## src/rtl/lin_stat_pkg.sv

```systemverilog
package lin_stat_pkg;
  localparam int ERR_W  = 8;
  localparam int OK_W   = 3;
  localparam int STAT_W = OK_W + 1;
  localparam int CMD_W  = 2;

  // error word positions
  localparam int E_ABORT = 7;
  localparam int E_TOUT  = 6;
  localparam int E_OVR   = 5;
  localparam int E_FRM   = 4;
  localparam int E_SYNC  = 3;
  localparam int E_PAR   = 2;
  localparam int E_CHK   = 1;
  localparam int E_BIT   = 0;

  // status word positions
  localparam int S_ERR = 3;
  localparam int S_ID  = 2;
  localparam int S_TX  = 1;
  localparam int S_RX  = 0;

  typedef enum logic [CMD_W-1:0] {
    CMD_IDLE  = 2'd0,
    CMD_RXRSP = 2'd1,
    CMD_TXRSP = 2'd2,
    CMD_HDR   = 2'd3
  } lin_cmd_e;

  // next value of one sticky flag: a set beats a clear
  function automatic logic sticky_next(input logic q, input logic set, input logic clr);
    return set | (q & ~clr);
  endfunction

  // OR of flags each gated by the enable at the same position
  function automatic logic gated_any(input logic [OK_W-1:0] flg, input logic [OK_W-1:0] en);
    return |(flg & en);
  endfunction

  function automatic logic cmd_is_resp(input lin_cmd_e c);
    return (c == CMD_RXRSP) || (c == CMD_TXRSP);
  endfunction
endpackage

```

## src/rtl/lin_cmd_ctrl.sv

```systemverilog
module lin_cmd_ctrl
  import lin_stat_pkg::*;
(
  input  logic             clk,
  input  logic             rst_n,
  input  logic             node_master,
  input  logic             cmd_wr,
  input  logic [CMD_W-1:0] cmd_wdata,
  input  logic             ev_brk_sync,
  input  logic             ev_id_ok,
  input  logic             ev_tx_done,
  input  logic             ev_rx_done,
  output logic [CMD_W-1:0] cmd_o,
  output logic             resp_active,
  output logic             brk_abort_tx,
  output logic             brk_abort_rx,
  output logic             sw_abort
);
  lin_cmd_e cmd_q, cmd_d;
  logic     done_match;

  always_comb begin
    resp_active  = cmd_is_resp(cmd_q);
    brk_abort_tx = ev_brk_sync && !node_master && (cmd_q == CMD_TXRSP);
    brk_abort_rx = ev_brk_sync && !node_master && (cmd_q == CMD_RXRSP);
    sw_abort     = node_master && cmd_wr && (cmd_wdata == CMD_IDLE) && (cmd_q != CMD_IDLE);
    unique case (cmd_q)
      CMD_RXRSP: done_match = ev_rx_done;
      CMD_TXRSP: done_match = ev_tx_done;
      CMD_HDR:   done_match = ev_id_ok;
      default:   done_match = 1'b0;
    endcase
  end

  always_comb begin
    cmd_d = cmd_q;
    if (cmd_wr)
      cmd_d = lin_cmd_e'(cmd_wdata);
    else if (brk_abort_tx || brk_abort_rx)
      cmd_d = CMD_IDLE;
    else if (done_match)
      cmd_d = CMD_IDLE;
  end

  always_ff @(posedge clk or negedge rst_n) begin
    if (!rst_n) cmd_q <= CMD_IDLE;
    else        cmd_q <= cmd_d;
  end

  assign cmd_o = cmd_q;
endmodule

```

## src/rtl/lin_flag_bank.sv

```systemverilog
module lin_flag_bank
  import lin_stat_pkg::*;
#(
  parameter int W = 8
) (
  input  logic         clk,
  input  logic         rst_n,
  input  logic [W-1:0] set_i,
  input  logic [W-1:0] clr_i,
  output logic [W-1:0] q_o
);
  for (genvar i = 0; i < W; i++) begin : g_flag
    logic q;
    always_ff @(posedge clk or negedge rst_n) begin
      if (!rst_n) q <= 1'b0;
      else        q <= sticky_next(q, set_i[i], clr_i[i]);
    end
    assign q_o[i] = q;
  end
endmodule

```

## src/rtl/lin_irq_map.sv

```systemverilog
module lin_irq_map
  import lin_stat_pkg::*;
(
  input  logic [OK_W-1:0]   ok_flags,
  input  logic [ERR_W-1:0]  err_flags,
  input  logic [STAT_W-1:0] en,
  output logic [STAT_W-1:0] status,
  output logic              irq_err,
  output logic              irq_frame
);
  logic err_sum;

  assign err_sum   = |err_flags;
  assign status    = {err_sum, ok_flags};
  assign irq_err   = err_sum & en[S_ERR];
  assign irq_frame = gated_any(ok_flags, en[OK_W-1:0]);
endmodule

```

## src/rtl/lin_frame_status.sv

```systemverilog
module lin_frame_status
  import lin_stat_pkg::*;
(
  input  logic              clk,
  input  logic              rst_n,
  input  logic              node_master,
  input  logic              ev_brk_sync,
  input  logic              ev_id_ok,
  input  logic              ev_tx_done,
  input  logic              ev_rx_done,
  input  logic [ERR_W-1:0]  err_strobe,
  input  logic              cmd_wr,
  input  logic [CMD_W-1:0]  cmd_wdata,
  input  logic              en_wr,
  input  logic [STAT_W-1:0] en_wdata,
  input  logic              clr_wr,
  input  logic [OK_W-1:0]   clr_ok_mask,
  input  logic [ERR_W-1:0]  clr_err_mask,
  output logic [STAT_W-1:0] status,
  output logic [ERR_W-1:0]  err_word,
  output logic [CMD_W-1:0]  cmd_q,
  output logic [STAT_W-1:0] en_q,
  output logic              frame_start,
  output logic              irq_err,
  output logic              irq_frame
);
  // named internal events, also used by the checker
  logic              resp_active;
  logic              brk_abort_tx;
  logic              brk_abort_rx;
  logic              sw_abort;
  logic              new_frame;
  logic [ERR_W-1:0]  err_set;
  logic [ERR_W-1:0]  err_clr;
  logic [OK_W-1:0]   ok_set;
  logic [OK_W-1:0]   ok_clr;
  logic [OK_W-1:0]   ok_flags;

  lin_cmd_ctrl u_cmd (
    .clk          (clk),
    .rst_n        (rst_n),
    .node_master  (node_master),
    .cmd_wr       (cmd_wr),
    .cmd_wdata    (cmd_wdata),
    .ev_brk_sync  (ev_brk_sync),
    .ev_id_ok     (ev_id_ok),
    .ev_tx_done   (ev_tx_done),
    .ev_rx_done   (ev_rx_done),
    .cmd_o        (cmd_q),
    .resp_active  (resp_active),
    .brk_abort_tx (brk_abort_tx),
    .brk_abort_rx (brk_abort_rx),
    .sw_abort     (sw_abort)
  );

  assign new_frame   = ev_brk_sync;
  assign frame_start = new_frame;

  always_comb begin
    err_set          = err_strobe;
    err_set[E_ABORT] = err_strobe[E_ABORT] | sw_abort;
    err_set[E_FRM]   = err_strobe[E_FRM]   | brk_abort_rx;
    err_set[E_BIT]   = err_strobe[E_BIT]   | brk_abort_tx;
    err_clr          = clr_wr ? clr_err_mask : '0;
    ok_set           = '0;
    ok_set[S_ID]     = ev_id_ok;
    ok_set[S_TX]     = ev_tx_done;
    ok_set[S_RX]     = ev_rx_done;
    ok_clr           = (clr_wr ? clr_ok_mask : '0) | {OK_W{new_frame}};
  end

  lin_flag_bank #(.W(ERR_W)) u_err_bank (
    .clk   (clk),
    .rst_n (rst_n),
    .set_i (err_set),
    .clr_i (err_clr),
    .q_o   (err_word)
  );

  lin_flag_bank #(.W(OK_W)) u_ok_bank (
    .clk   (clk),
    .rst_n (rst_n),
    .set_i (ok_set),
    .clr_i (ok_clr),
    .q_o   (ok_flags)
  );

  always_ff @(posedge clk or negedge rst_n) begin
    if (!rst_n)     en_q <= '0;
    else if (en_wr) en_q <= en_wdata;
  end

  lin_irq_map u_irq (
    .ok_flags  (ok_flags),
    .err_flags (err_word),
    .en        (en_q),
    .status    (status),
    .irq_err   (irq_err),
    .irq_frame (irq_frame)
  );
endmodule

```

## config.mk

```make
export PLATFORM = sky130hd
export DESIGN_NAME = lin_frame_status
export DESIGN_NICKNAME = d
export VERILOG_FILES = /design/src/rtl/lin_stat_pkg.sv /design/src/rtl/lin_cmd_ctrl.sv /design/src/rtl/lin_flag_bank.sv /design/src/rtl/lin_irq_map.sv /design/src/rtl/lin_frame_status.sv
export SDC_FILE = /design/constraint.sdc
export NUM_CORES = 1
export LEC_CHECK = 0
export BUFFER_PORTS_ARGS = -buffer_cell sky130_fd_sc_hd__buf_2
export CORE_ASPECT_RATIO = 0.75
export CORE_MARGIN = 5
export CORE_UTILIZATION = 43
export CTS_CLUSTER_DIAMETER = 120
export DETAILED_ROUTE_END_ITERATION = 7
export PLACE_DENSITY = 0.9
export SYNTH_ARGS = -nofsm -noshare
export SYNTH_HDL_FRONTEND = slang
export SYNTH_HIERARCHICAL = 1
export SYNTH_SLANG_ARGS = --single-unit
```

## constraint.sdc

```tcl
create_clock -name clk -period 2.2 [get_ports clk]
set_clock_uncertainty 0.2 [all_clocks]
set_input_delay 0.66 -clock clk [delete_from_list [all_inputs] [get_ports clk]]
set_output_delay 0.66 -clock clk [all_outputs]
set_load 0.01 [all_outputs]
```

==> flow_summary.json <==
{
  "status": "complete, no violations",
  "start_util_pct": 44.0,
  "worst_path_max_delay_cell": "dfrtp_1",
  "routed_via_density": 4.75,
  "path_class": "flip-flop to output port",
  "root_buffer": "clkbuf_4",
  "cp-endpoint": "irq_err",
  "dr.pass1.iters": 4,
  "drtIter0Drc": 18,
  "area_growth_pct": 25.2,
  "relSlewSlack_pct": 75.8,
  "slowest_delay_ns": 0.44,
  "cts_max_path_buffers": 2,
  "grt_usage_pct": 13.4,
  "grt_first_pass_wirelength_um": 3510,
  "cts_buffers": 3,
  "grt-ovfl-total": 0,
  "port_buffers": 55,
  "n_fill_cell": 202,
  "grt_pass1_vias": 831,
  "vias": 789,
  "antenna_left": 0,
  "core_region_area_mm2": 0.00223,
  "synthCells": 98,
  "wl_met1_um": 850,
  "period_share_pct": 96.7,
  "dieArea_mm2": 0.00335,
  "syn_area_um2": 983,
  "synth-seq-cells": 17,
  "routedWlPerCell_um": 13.0,
  "dp_slack_ns": 0.289,
  "syn-num-nets": 137,
  "row_count": 15,
  "synth_cell_types": 18,
  "htree_levels": 1,
  "highest-signal-layer": "met4",
  "worstPathMaxFanout": 3,
  "grt_setup_unrepaired": "yes",
  "worstPathRequired_ns": 1.34,
  "path_cells": "nor4_4 > a21boi_1 > buf_2",
  "dp.final_hpwl_um": 1820,
  "ir_drop_mv": 0.263,
  "drive_above_1_share_pct": 46.1,
  "rr_worst_depth": 5,
  "grt_max_degree": 18,
  "clock_sinks": 17,
  "cts_tree": "done",
  "ys_seq_area_share_pct": 43.3,
  "timing.rr.end": "u_cmd/cmd_o[0]",
  "reg2reg_from": "u_cmd/cmd_o[0]",
  "min_period_ns": 2.13,
  "hold_viol_final": 0,
  "hold_class": "primary input to async pin",
  "worstMarginPinSlew_ns": 0.363,
  "drc": 0,
  "setup_ws_ns": 0.0716,
  "crit_start": "u_err_bank/g_flag[0].q",
  "ys_warn_count": 6,
  "r2r_slack_ns": 0.46,
  "multi_input_area_um2": 410,
  "die_h_um": 51.4,
  "place_congestion": 0.756,
  "cap_viol_max_count": 0,
  "end_kind": "output port",
  "worst_setup_path_start_kind": "flip-flop",
  "power_mw": 0.682,
  "fin_nets": 181,
  "slew_viol_final": 0,
  "fmax_ghz": 0.470,
  "antenna_cells": 0,
  "synth_area_per_cell_um2": 10.0,
  "grt_antenna_before_repair": 0,
  "cp.arrival_ns": 1.27,
  "power.density_mw_per_mm2": 554,
  "holdBufCountCts": 0,
  "die-width_um": 65.2,
  "routed_wl_um": 2160,
  "p_leak_nw": 0.658,
  "ios": 56,
  "dr_wl_met3_um": 197,
  "clock_latency_ns": 0.28,
  "seqCellArea_um2": 427,
  "clk_pin_slew_worst_paths_ns": 0.11,
  "setup_viol": 0,
  "wl_met2_um": 1080
}
worst max-delay path: cells and delay by family, from the launching register on:
family | cells | cell delay, ns
compound gates | 1 | 0.10
buf+inv | 1 | 0.15
flops | 1 | 0.44
simple gates | 1 | 0.29
timing repair:
action	in CTS	in global routing
setup buffers	0	1
cloned	0	0
gates resized for setup	2	3
endpoints found under the setup margin	2	3
pin swaps	0	2
how the worst min path moves through the flow:
| stage | cells past startpoint | slack [ns] | to |
|---|---|---|---|
| finish | 1 | 0.06 | en_q[3] |
| detailed placement | 1 | 0.29 | u_ok_bank/g_flag[2].q |
| global route | 1 | 0.08 | en_q[3] |
| CTS | 1 | 0.08 | en_q[3] |
| global placement | 1 | 0.28 | u_err_bank/g_flag[6].q |
| floorplan | 0 | 0.16 | en_q[0] |
registers in the layout, summed over array words and instances (netlist names):
signal,cells
u_ok_bank/g_flag.q,3
u_err_bank/g_flag.q,8
en_q,4
u_cmd/cmd_o,2
logic make-up after synthesis:
| logic type | share of synthesized area (%) |
|---|---|
| mux | 4.58 |
| simple gates | 12.8 |
| flops | 43.3 |
| fa+ha+maj | 5.09 |
| buf+inv | 18.1 |
| compound gates | 16.2 |
final cells by class:
class	instances	share of cell area [%]
clock buffers	3	1.83
clock inverters	1	0.407
inverters	14	4.27
multi-input cells	50	33.3
flip-flops and latches	17	34.7
well taps	25	2.54
repair buffers	56	23.0
cells in the final DEF (no fill, tap or decap), types with 2 or more instances in the layout:
master    netlist  routed
a21o_1         14      14
ha_1            4       4
clkbuf_4        0       3
mux2_1          4       4
nor4_4          0       2
a222oi_1        2       2
dfrtp_1        17      16
o41ai_1         2       2
or2_1           3       3
inv_1          14      14
nand2_1         4       4
buf_2           1      55
and2_1          9       9
synth_stat cells:
| cell type | count | area, um2 |
|---|---|---|
| and2_1 | 9 | 56.3 |
| buf_4 | 16 | 120 |
| and2_2 | 1 | 7.51 |
| o41ai_1 | 2 | 17.5 |
| mux2_1 | 4 | 45.0 |
| o21a_2 | 1 | 8.76 |
| nand2_1 | 4 | 15.0 |
| or2_1 | 3 | 18.8 |
| a222oi_1 | 2 | 20.0 |
| dfrtp_1 | 17 | 425 |
| a21o_1 | 14 | 105 |
| nor4_1 | 3 | 18.8 |
| inv_1 | 14 | 52.6 |
| nor2_1 | 1 | 3.75 |
| a21boi_1 | 1 | 7.51 |
| nor2b_1 | 1 | 6.26 |
| buf_2 | 1 | 5.00 |
| ha_1 | 4 | 50.1 |
metal layers:
layer  up-vias  global-route usage (%)
met5         -                       0
met4         0                    5.52
met3         4                    3.96
met2        30                    23.7
met1       364                    15.1
li1        391                       -
power breakdown:
part	internal [mW]	switching, mW
logic	0.0792	0.0751
clock network	0.0674	0.0974
registers	0.338	0.0250
total	0.484	0.197
through the flow:
step	area (um2)	instances	utilization, %	TNS, ns	hold WS, ns
2_1_floorplan	983	98	-	0	0.164
3_3_place_gp	1160	161	52.2	0	0.277
3_5_place_dp	1160	161	52.2	0	0.294
4_1_cts	1200	165	53.9	0	0.0762
5_1_grt	1230	166	55.1	-0.0458	0.0772
6_report	1230	166	55.1	0	0.0603
Power figures use the tool's default switching activity.
